### src/rtl/bsd_pkg.sv
package bsd_pkg;

   typedef enum logic [2:0] {
      ALU_AND = 3'b000,
      ALU_OR  = 3'b001,
      ALU_ADD = 3'b010,
      ALU_SUB = 3'b110,
      ALU_SLT = 3'b111
   } alu_op_e;

   localparam logic [1:0] OPB_REG  = 2'b00;
   localparam logic [1:0] OPB_ONE  = 2'b01;
   localparam logic [1:0] OPB_IMM  = 2'b10;
   localparam logic [1:0] OPB_IMM4 = 2'b11;

   localparam logic [1:0] PCS_ALU    = 2'b00;
   localparam logic [1:0] PCS_ALUOUT = 2'b01;
   localparam logic [1:0] PCS_JUMP   = 2'b10;
   localparam logic [1:0] PCS_HOLD   = 2'b11;

   localparam int INSTR_W = 32;
   localparam int FIELD_W = 5;
   localparam int OPC_LSB = 26;
   localparam int OPC_W   = 6;
   localparam int FUN_W   = 6;
   localparam int RS_LSB  = 21;
   localparam int RT_LSB  = 16;
   localparam int RD_LSB  = 11;

endpackage

### src/rtl/bsd_alu.sv
module bsd_alu
   import bsd_pkg::*;
#(
   parameter int W          = 8,
   parameter bit SLT_SIGNED = 1'b1
) (
   input  logic [W-1:0] a_i,
   input  logic [W-1:0] b_i,
   input  logic [2:0]   op_i,
   output logic [W-1:0] y_o,
   output logic         zero_o
);

   generate
      if (W < 2) begin : g_bad_w
         $error("bsd_alu: W must be at least 2");
      end
   endgenerate

   logic lt;

   generate
      if (SLT_SIGNED) begin : g_slt_signed
         assign lt = $signed(a_i) < $signed(b_i);
      end else begin : g_slt_unsigned
         assign lt = a_i < b_i;
      end
   endgenerate

   always_comb begin
      case (op_i)
         ALU_AND: y_o = a_i & b_i;
         ALU_OR:  y_o = a_i | b_i;
         ALU_ADD: y_o = a_i + b_i;
         ALU_SUB: y_o = a_i - b_i;
         ALU_SLT: y_o = {{(W-1){1'b0}}, lt};
         default: y_o = '0;
      endcase
   end

   assign zero_o = (y_o == '0);

endmodule

### src/rtl/bsd_regfile.sv
module bsd_regfile #(
   parameter int W     = 8,
   parameter int NREG  = 8,
   parameter int IDX_W = 3
) (
   input  logic             clk,
   input  logic             rst,
   input  logic             we,
   input  logic [IDX_W-1:0] waddr,
   input  logic [W-1:0]     wdata,
   input  logic [IDX_W-1:0] raddr_a,
   input  logic [IDX_W-1:0] raddr_b,
   output logic [W-1:0]     rdata_a,
   output logic [W-1:0]     rdata_b
);

   generate
      if ((1 << IDX_W) != NREG) begin : g_bad_depth
         $error("bsd_regfile: NREG must equal 2**IDX_W");
      end
   endgenerate

   logic [W-1:0] entry [NREG];

   for (genvar i = 0; i < NREG; i++) begin : g_entry
      if (i == 0) begin : g_zero
         assign entry[i] = '0;
      end else begin : g_store
         logic [W-1:0] q;
         always_ff @(posedge clk) begin
            if (rst)
               q <= '0;
            else if (we && (waddr == IDX_W'(i)))
               q <= wdata;
         end
         assign entry[i] = q;
      end
   end

   assign rdata_a = entry[raddr_a];
   assign rdata_b = entry[raddr_b];

   // entry zero never returns anything but zero
   a_r3_zero_port_a: assert property (@(posedge clk) disable iff (rst)
      (raddr_a == '0) |-> (rdata_a == '0));
   a_r3_zero_port_b: assert property (@(posedge clk) disable iff (rst)
      (raddr_b == '0) |-> (rdata_b == '0));
   // a write to a nonzero index is visible on the next cycle
   a_r3_write_lands: assert property (@(posedge clk) disable iff (rst)
      (we && (waddr != '0)) |=> (entry[$past(waddr)] == $past(wdata)));

endmodule

### src/rtl/bsd_instr_reg.sv
module bsd_instr_reg #(
   parameter int W     = 8,
   parameter int LANES = 4
) (
   input  logic               clk,
   input  logic               rst,
   input  logic [LANES-1:0]   lane_we,
   input  logic [W-1:0]       din,
   output logic [LANES*W-1:0] ir_o
);

   generate
      if (LANES < 1) begin : g_bad_lanes
         $error("bsd_instr_reg: LANES must be at least 1");
      end
   endgenerate

   for (genvar k = 0; k < LANES; k++) begin : g_lane
      logic [W-1:0] q;
      always_ff @(posedge clk) begin
         if (rst)
            q <= '0;
         else if (lane_we[k])
            q <= din;
      end
      assign ir_o[k*W +: W] = q;

      // an enabled lane captures the read byte
      a_r2_lane_load: assert property (@(posedge clk) disable iff (rst)
         lane_we[k] |=> (ir_o[k*W +: W] == $past(din)));
   end

   // with no lane enabled the whole word holds
   a_r2_word_hold: assert property (@(posedge clk) disable iff (rst)
      (lane_we == '0) |=> $stable(ir_o));

endmodule

### src/rtl/byte_serial_datapath.sv
module byte_serial_datapath
   import bsd_pkg::*;
#(
   parameter int DATA_W       = 8,
   parameter int NREG         = 8,
   parameter bit SLT_SIGNED   = 1'b1,
   localparam int IR_LANES    = INSTR_W / DATA_W,
   localparam int IDX_W       = $clog2(NREG)
) (
   input  logic                clk,
   input  logic                rst,
   input  logic [IR_LANES-1:0] ir_byte_we,
   input  logic                rf_we,
   input  logic                wr_sel_rd,
   input  logic                wb_from_mem,
   input  logic                addr_from_alu,
   input  logic                opa_sel,
   input  logic [1:0]          opb_sel,
   input  logic [1:0]          pc_src,
   input  logic                pc_we,
   input  logic                pc_we_zero,
   input  logic [2:0]          alu_op,
   input  logic [DATA_W-1:0]   mem_rdata,
   output logic [DATA_W-1:0]   mem_addr,
   output logic [DATA_W-1:0]   mem_wdata,
   output logic [OPC_W-1:0]    opcode,
   output logic [FUN_W-1:0]    funct,
   output logic                alu_zero
);

   generate
      if ((INSTR_W % DATA_W) != 0) begin : g_bad_lane_split
         $error("byte_serial_datapath: DATA_W must divide the instruction width");
      end
      if (DATA_W < 8) begin : g_bad_width
         $error("byte_serial_datapath: DATA_W must be at least 8");
      end
      if (IDX_W > FIELD_W || NREG < 2) begin : g_bad_regs
         $error("byte_serial_datapath: NREG out of range");
      end
   endgenerate

   logic [INSTR_W-1:0] ir;
   logic [DATA_W-1:0]  pc_q, a_q, b_q, aluout_q, mdr_q;
   logic [DATA_W-1:0]  rd_a, rd_b, wdata;
   logic [DATA_W-1:0]  opa, opb, alu_y, pc_next, low_x4;
   logic [IDX_W-1:0]   rs_idx, rt_idx, rd_idx, w_idx;
   logic               pc_en;
   logic               unused_ir_bits;

   bsd_instr_reg #(.W(DATA_W), .LANES(IR_LANES)) u_ir (
      .clk     (clk),
      .rst     (rst),
      .lane_we (ir_byte_we),
      .din     (mem_rdata),
      .ir_o    (ir)
   );

   assign opcode = ir[OPC_LSB +: OPC_W];
   assign funct  = ir[FUN_W-1:0];
   assign rs_idx = ir[RS_LSB +: IDX_W];
   assign rt_idx = ir[RT_LSB +: IDX_W];
   assign rd_idx = ir[RD_LSB +: IDX_W];
   assign w_idx  = wr_sel_rd ? rd_idx : rt_idx;
   assign wdata  = wb_from_mem ? mdr_q : aluout_q;
   assign low_x4 = {ir[DATA_W-3:0], 2'b00};
   assign unused_ir_bits = ^ir;

   bsd_regfile #(.W(DATA_W), .NREG(NREG), .IDX_W(IDX_W)) u_rf (
      .clk     (clk),
      .rst     (rst),
      .we      (rf_we),
      .waddr   (w_idx),
      .wdata   (wdata),
      .raddr_a (rs_idx),
      .raddr_b (rt_idx),
      .rdata_a (rd_a),
      .rdata_b (rd_b)
   );

   assign opa = opa_sel ? a_q : pc_q;

   always_comb begin
      case (opb_sel)
         OPB_REG: opb = b_q;
         OPB_ONE: opb = DATA_W'(1);
         OPB_IMM: opb = ir[DATA_W-1:0];
         default: opb = low_x4;
      endcase
   end

   bsd_alu #(.W(DATA_W), .SLT_SIGNED(SLT_SIGNED)) u_alu (
      .a_i    (opa),
      .b_i    (opb),
      .op_i   (alu_op),
      .y_o    (alu_y),
      .zero_o (alu_zero)
   );

   always_comb begin
      case (pc_src)
         PCS_ALU:    pc_next = alu_y;
         PCS_ALUOUT: pc_next = aluout_q;
         PCS_JUMP:   pc_next = low_x4;
         default:    pc_next = pc_q;
      endcase
   end

   assign pc_en = pc_we | (pc_we_zero & alu_zero);

   always_ff @(posedge clk) begin
      if (rst) begin
         pc_q     <= '0;
         a_q      <= '0;
         b_q      <= '0;
         aluout_q <= '0;
         mdr_q    <= '0;
      end else begin
         a_q      <= rd_a;
         b_q      <= rd_b;
         aluout_q <= alu_y;
         mdr_q    <= mem_rdata;
         if (pc_en)
            pc_q <= pc_next;
      end
   end

   assign mem_addr  = addr_from_alu ? aluout_q : pc_q;
   assign mem_wdata = b_q;

   // without a load condition the PC keeps its value
   a_r9_pc_hold: assert property (@(posedge clk) disable iff (rst)
      !(pc_we || (pc_we_zero && alu_zero)) |=> $stable(pc_q));
   // a jump lands on the low instruction bits times four
   a_r8_jump_target: assert property (@(posedge clk) disable iff (rst)
      (pc_we && (pc_src == PCS_JUMP)) |=> (pc_q == {$past(ir[DATA_W-3:0]), 2'b00}));
   // the memory-data latch follows the read bus each cycle
   a_r4_mdr_follows: assert property (@(posedge clk) disable iff (rst)
      1'b1 |=> (mdr_q == $past(mem_rdata)));
   // set-less-than yields a single bit
   a_r5_slt_bit: assert property (@(posedge clk) disable iff (rst)
      (alu_op == ALU_SLT) |-> (alu_y[DATA_W-1:1] == '0));

endmodule

### config.mk
export PLATFORM = sky130hd
export DESIGN_NAME = byte_serial_datapath
export DESIGN_NICKNAME = d
export VERILOG_FILES = /design/src/rtl/bsd_pkg.sv /design/src/rtl/bsd_alu.sv /design/src/rtl/bsd_regfile.sv /design/src/rtl/bsd_instr_reg.sv /design/src/rtl/byte_serial_datapath.sv
export SDC_FILE = /design/constraint.sdc
export NUM_CORES = 1
export LEC_CHECK = 0
export BUFFER_PORTS_ARGS = -buffer_cell sky130_fd_sc_hd__buf_2
export CAP_MARGIN = 25
export CORE_MARGIN = 2
export CORE_UTILIZATION = 60
export DETAILED_ROUTE_END_ITERATION = 12
export GPL_TIMING_DRIVEN = 0
export HOLD_SLACK_MARGIN = 0.05
export PLACE_DENSITY = 0.77
export SYNTH_ARGS = -nofsm -noshare
export SYNTH_HDL_FRONTEND = slang
export SYNTH_SLANG_ARGS = --single-unit
export TNS_END_PERCENT = 20
### constraint.sdc
create_clock -name clk -period 4.4 [get_ports clk]
set_input_delay 0 -clock clk [delete_from_list [all_inputs] [get_ports clk]]
set_output_delay 0 -clock clk [all_outputs]
set_load 0.005 [all_outputs]
# Word level (Yosys, flattened, before mapping)
# Index checks and enable logic that the tools add are counted.
# W data, S select, Z words.
dict set report word_totals {
  reg_bits 126
  inputBits 28
  out_inout_bits 29
}
dict set report classes {
  n_addsub 2
  order_cmp 3
  eq_ne 15
  n_mux 13
  bitwise_logic 6
  n_reduce_logical 13
}
# op n
set op_table {}
lappend op_table {{$mux W8} 7}
lappend op_table {{$bmux W8 S3} 2}
lappend op_table {{$pmux W8 S3} 2}
lappend op_table {{$pmux W8 S5} 1}
lappend op_table {{$eq A3 B3 Y1 const B} 6}
lappend op_table {{$eq A3 B2 Y1 const B} 3}
lappend op_table {{$add A8 B8 Y8} 1}
lappend op_table {{$and A8 B8 Y8} 1}
lappend op_table {{$ge A4 B4 Y1 const B} 2}
lappend op_table {{$logic_not A8 Y1} 1}
lappend op_table {{$lt A8 B8 Y1} 1}
lappend op_table {{$not A3 Y4} 2}
lappend op_table {{$or A8 B8 Y8} 1}
lappend op_table {{$sub A8 B8 Y8} 1}
lappend op_table {{$logic_and A1 B1 Y1} 7}
lappend op_table {{$eq A3 B1 Y1 const B} 2}
lappend op_table {{$eq A2 B1 Y1 const B} 2}
lappend op_table {{$eq A2 B2 Y1 const B} 2}
lappend op_table {{$logic_not A2 Y1} 2}
lappend op_table {{$logic_not A3 Y1} 1}
lappend op_table {{$mux W3} 1}
lappend op_table {{$reduce_bool A3 Y1} 1}
lappend op_table {{$reduce_and A2 Y1} 1}
lappend op_table {{$and A1 B1 Y1} 1}
lappend op_table {{$or A1 B1 Y1} 1}

# Depth between registers and ports, before layout
dict set report logic_depth {
  depth_word 8
  depth_mapped 15
}

# Cells and area by module
# From an unflattened synthesis, not the netlist that was laid out.
dict set report unflattened {
  cells_unflattened 773
  area_unflattened_um2 7269.5
}
# mod instances cells_each area_each_um2
set by_module_without_submodules {}
lappend by_module_without_submodules {bsd_regfile 1 330 3120.5}
lappend by_module_without_submodules {byte_serial_datapath 1 174 1789.2}
lappend by_module_without_submodules {bsd_alu 1 166 1218.7}
lappend by_module_without_submodules {bsd_instr_reg 1 103 1141.1}

# Worst setup path after synthesis
# No wires, ideal clock.
dict set report synth_path {
  path_kind {input to register}
  startpoint {input port opb_sel[0]}
  endpoint {register pc_q[0]}
  setup_ns 0.121
  arrival_ns 3.061
  path_slack_ns 1.218
  stages 13
  path_buffers 2
  cell_sequence {clkbuf_1 mux2_2 a22o_1 ha_1 buf_2 o21bai_1 a21oi_1 or4_1 a21oi_2 and3_4 and4_4 a41oi_4 mux2_4}
}
dict set report synth_between {
  elab_chain_cells 8
  word_cells_on_any_way 15
  cone_classes {add/sub: 2; order compare: 1; eq/ne: 2; mux: 3; bitwise: 4; reduce/logical: 3}
}
# element line_no
set synth_rtl {}
lappend synth_rtl {{start, declared} byte_serial_datapath.sv:18} ;# input logic [1:0] opb_sel,
lappend synth_rtl {{$eq A2 B2 Y1, or another cell as far along} byte_serial_datapath.sv:84} ;# case (opb_sel)
lappend synth_rtl {{$pmux W8 S3 (*)} byte_serial_datapath.sv:84}
lappend synth_rtl {{$sub A8 B8 Y8, or another cell as far along} bsd_alu.sv:35} ;# ALU_SUB: y_o = a_i - b_i;
lappend synth_rtl {{$pmux W8 S5 (*)} bsd_alu.sv:31} ;# case (op_i)
lappend synth_rtl {{$logic_not A8 Y1} bsd_alu.sv:41} ;# assign zero_o = (y_o == '0);
lappend synth_rtl {{$and A1 B1 Y1} byte_serial_datapath.sv:109} ;# assign pc_en = pc_we | (pc_we_zero & alu_zero);
lappend synth_rtl {{$or A1 B1 Y1} byte_serial_datapath.sv:109}
lappend synth_rtl {{$reduce_and A2 Y1 (no source line)} -}
lappend synth_rtl {{end signal, assigned} byte_serial_datapath.sv:124} ;# pc_q <= pc_next;
lappend synth_rtl {{end, declared} byte_serial_datapath.sv:44} ;# logic [DATA_W-1:0] pc_q, a_q, b_q, aluout_q, mdr_q;
# Every way passes the cells marked *; elsewhere a longest branch is shown, timed or not.
# A chain may end at the register's enable or synchronous reset.

# Final worst setup path
dict set report layout_path {
  startpoint {register u_ir.g_lane[0].q[0]}
  endpoint {output port alu_zero}
}
dict set report layout_between {
  elab_chain_cells 4
  word_cells_on_any_way 8
  cone_classes {add/sub: 2; order compare: 1; mux: 2; bitwise: 2; reduce/logical: 1}
}
# element line_no
set layout_rtl {}
lappend layout_rtl {{start, declared} bsd_instr_reg.sv:19} ;# logic [W-1:0] q;
lappend layout_rtl {{start signal, assigned} bsd_instr_reg.sv:24} ;# q <= din;
lappend layout_rtl {{$pmux W8 S3 (*)} byte_serial_datapath.sv:84}
lappend layout_rtl {{$sub A8 B8 Y8, or another cell as far along} bsd_alu.sv:35}
lappend layout_rtl {{$pmux W8 S5 (*)} bsd_alu.sv:31}
lappend layout_rtl {{$logic_not A8 Y1 (*)} bsd_alu.sv:41}
lappend layout_rtl {{end, declared} byte_serial_datapath.sv:28} ;# output logic alu_zero
# Marked as above.

==> reports/results.ini <==
[power]
power_density_mw_per_mm2=387
p_leak_nw=3.16
peakVddDrop_uv=371

[critical_path]
cp_top_family=compound AO/OA/AOI/OAI gates
critPathCaptureType=primary output
reg2reg_setup_slack_ps=600
cp_max_fo=7
start_kind=flop
worst-setup-path-type=flop to primary output
timing.rr.start=u_ir.g_lane[0].q[0]
critPathBufInv=2
crit_slowest_cell=a221oi_1
path_cells=mux2_2, a22o_1, ha_1, buf_2, a21oi_1, a21oi_1, o21ai_0, o32ai_1, a221oi_1, and4_4, and3_1, buf_2
worstPathRequired_ps=4400
crit_arrival_ps=3830
reg2reg_to=pc_q[0]
critical-path-max-stage-delay_ps=550
reg2reg_depth=12

[sta]
final_hold_viol_count=0
fin_skew_ps=9.90
setup_tns_ps=0
worst-slew-pin-transition_ps=1060
period_minus_slack_ps=3830
period_share_pct=87.0
fmax_mhz=261
setup_violations=0
max-slew-margin-rel_pct=27.0
drv_slew=0
rsz0062_at_grt=false

[place]
io_buffers=45
routabilityCongestion=0.952
dp_hpwl_mm=14.2
dp_cells=901

[clocking]
cts_root_buf=clkbuf_8
cts_buffer_depth=2
cts_sinks=119
cts_buffers=17
cts_tree=yes
cts_resized=0
path_clk_slew_ps=60
htreeDepth=4
worst_skew_pair.late_latency_ps=530

[synth]
synth-simple-area-share_pct=14.5
synth_compound_area_share_pct=18.2
synth_flop_cell=dfxtp_1
syn_area_per_cell_um2=9.17
syn_area_mm2=0.00656
async_reset_ff_share_pct=0
synth_fa_ha_area_share_pct=5.76
synth_edf_count=0
ys_types=54
syn-instance-count=715
seq_area_frac_synth_pct=36.3
ys_ff_latch=119
synth_top_family_by_area=multiplexers
yosysWarningCount=0
synth_fp_nets=772
synth_xor_xnor_area_share_pct=0.134
synth.mux.area_fraction_pct=18.8

[routing]
wl_mm=19.4
drtIter0Drc=477
vias=5855
ant_nets=0
route.detailed.drc=0
wire_per_inst_um=20.3
vias_per_cell=6.14
firstDrtPassIters=5

[floorplanning]
die_h_um=109
initial_core_util_pct=61.1
io_pins=57
rows=38
die_w_um=109
core_mm2=0.0107
die_area_mm2=0.0118

[finish]
final_cells=953
nets=857
drive_gt1_share_pct=19.8
diodes=0
syn_to_final_growth_pct=18.4

[hold_path]
hp-start=pc_we
whs_path_depth=4
min_to=pc_q[6]
hold_path.class=primary input to flop

[job]
drv_cap=0

[global_routing]
grt_pass1_vias=5701
antenna_found_initial=0
overflow=0
grt_max_degree=17
gr-usage-all-layers_pct=34.2
grt_pass1_wl_mm=30.1

[outcome]
status=completed

[area by class of cell]
| cell class | instances | area (µm²) |
|---|---|---|
| buffer | 65 | 303 |
| clock buffer | 17 | 414 |
| clock inverter | 15 | 191 |
| fill | 820 | 2980 |
| inverter | 28 | 105 |
| multi-input combinational | 503 | 3770 |
| sequential | 119 | 2380 |
| tap | 140 | 175 |
| timing repair buffer | 66 | 428 |
[flip-flops by register name, summed over array words and instances (netlist names)]
name,count
aluout_q,8
pc_q,8
u_ir.g_lane.q,23
u_rf.g_entry.g_store.q,56
mdr_q,8
a_q,8
mem_wdata,8
[worst min-delay path: cells and delay by family]
kind | cells | cell delay (ps)
muxes | 1 | 140
buffers and inverters | 1 | 70
AOI/OAI and AO/OA | 1 | 130
and+or+nand+nor | 1 | 220
[timing repair]
action / CTS / global route
hold buffers: 18 / 0
buffers inserted: 0 / 0
endpoints found under the hold margin: 45 / 0
[cells by family after synthesis]
logic type | count (synthesis)
and+or+nand+nor | 213
AOI/OAI and AO/OA | 162
DFF | 119
buffers and inverters | 93
xor gates and xnor gates | 1
muxes | 98
adders and majority gates | 29
[placed cells by master (no fill, tap or decap), types with 3 or more instances in the layout]
master         count
nor2_1           143
dfxtp_1          119
a211oi_1          56
buf_2             50
mux2i_1           45
clkbuf_1          38
mux2_2            35
a21oi_1           29
inv_1             27
ha_1              27
a22oi_1           18
dlygate4sd3_1     18
nand2_1           17
nor2b_1           16
mux4_2            16
clkbuf_16         16
buf_4             15
o21ai_0           11
nand2b_1           9
buf_1              9
a221oi_1           8
a22o_1             7
a211o_1            6
nand3_1            5
inv_6              5
a31oi_1            4
nor3_1             4
nand3b_1           3
a221o_1            3
o21bai_1           3
o221ai_1           3
o22ai_1            3
bufinv_16          3
clkinv_4           3
[metrics by stage]
| stage | power [mW] | instance area [µm²] | utilization [%] | setup WS [ps] | hold slack, ps |
|---|---|---|---|---|---|
| global route | 3.10 | 7770 | 72.3 | 383 | 114 |
| finish | 3.01 | 7770 | 72.3 | 573 | 84.7 |
| detailed placement | 1.59 | 6970 | 64.8 | 606 | 268 |
| floorplan | 1.46 | 6560 | - | 1220 | 128 |
| CTS | 2.99 | 7750 | 72.2 | 666 | 90.7 |
| global placement | 1.58 | 6960 | 64.8 | 646 | 265 |
[per-layer routing]
layer  wire length [µm]  track usage [%]  vias to the layer above
met5                  0                0                        -
met4                871             16.5                        0
met3               1660             8.32                       68
met2               9040             55.9                      298
met1               7790             42.4                     2747
li1                   -                -                     2742
[worst max-delay path by stage]
stage	from	endpoint	slack [ps]	cells past startpoint
2_1_floorplan	opb_sel[0]	pc_q[0]	1220	13
3_3_place_gp	opb_sel[0]	pc_q[1]	650	13
3_5_place_dp	opb_sel[0]	pc_q[0]	610	13
4_1_cts	u_ir.g_lane[0].q[2]	alu_zero	670	12
5_1_grt	u_ir.g_lane[0].q[0]	alu_zero	380	12
6_report	u_ir.g_lane[0].q[0]	alu_zero	570	12
[report_power, final]
group / switching, mW / total (mW) / internal, mW
sequential: 0.0376 / 1.16 / 1.12
clock: 0.536 / 1.41 / 0.876
combinational: 0.253 / 0.439 / 0.185
[Yosys cell counts, drive strengths merged (2+ instances only)]
cell | n | area [µm²]
dfxtp | 119 | 2380
nand3b | 3 | 22.5
nor2b | 16 | 100
mux2i | 45 | 450
a221oi | 8 | 70.1
nor3 | 4 | 20.0
o21bai | 3 | 22.5
or2 | 2 | 12.5
a22oi | 18 | 135
a32oi | 2 | 17.5
o221ai | 3 | 26.3
nand2b | 9 | 56.3
inv | 28 | 105
nor2 | 143 | 537
mux2 | 37 | 424
mux4 | 16 | 360
a211o | 6 | 52.6
nor3b | 2 | 15.0
a31oi | 4 | 25.0
nand2 | 17 | 63.8
and3 | 3 | 23.8
o311a | 2 | 20.0
o21ai | 11 | 55.1
clkbuf | 38 | 143
nand4b | 2 | 17.5
a21oi | 30 | 154
o22ai | 3 | 18.8
nand3 | 5 | 25.0
or4 | 3 | 26.3
a22o | 7 | 61.3
a221o | 3 | 30.0
ha | 27 | 338
a211oi | 56 | 420
fa | 2 | 40.0
buf | 27 | 160
(Power assumes the default switching activity.)
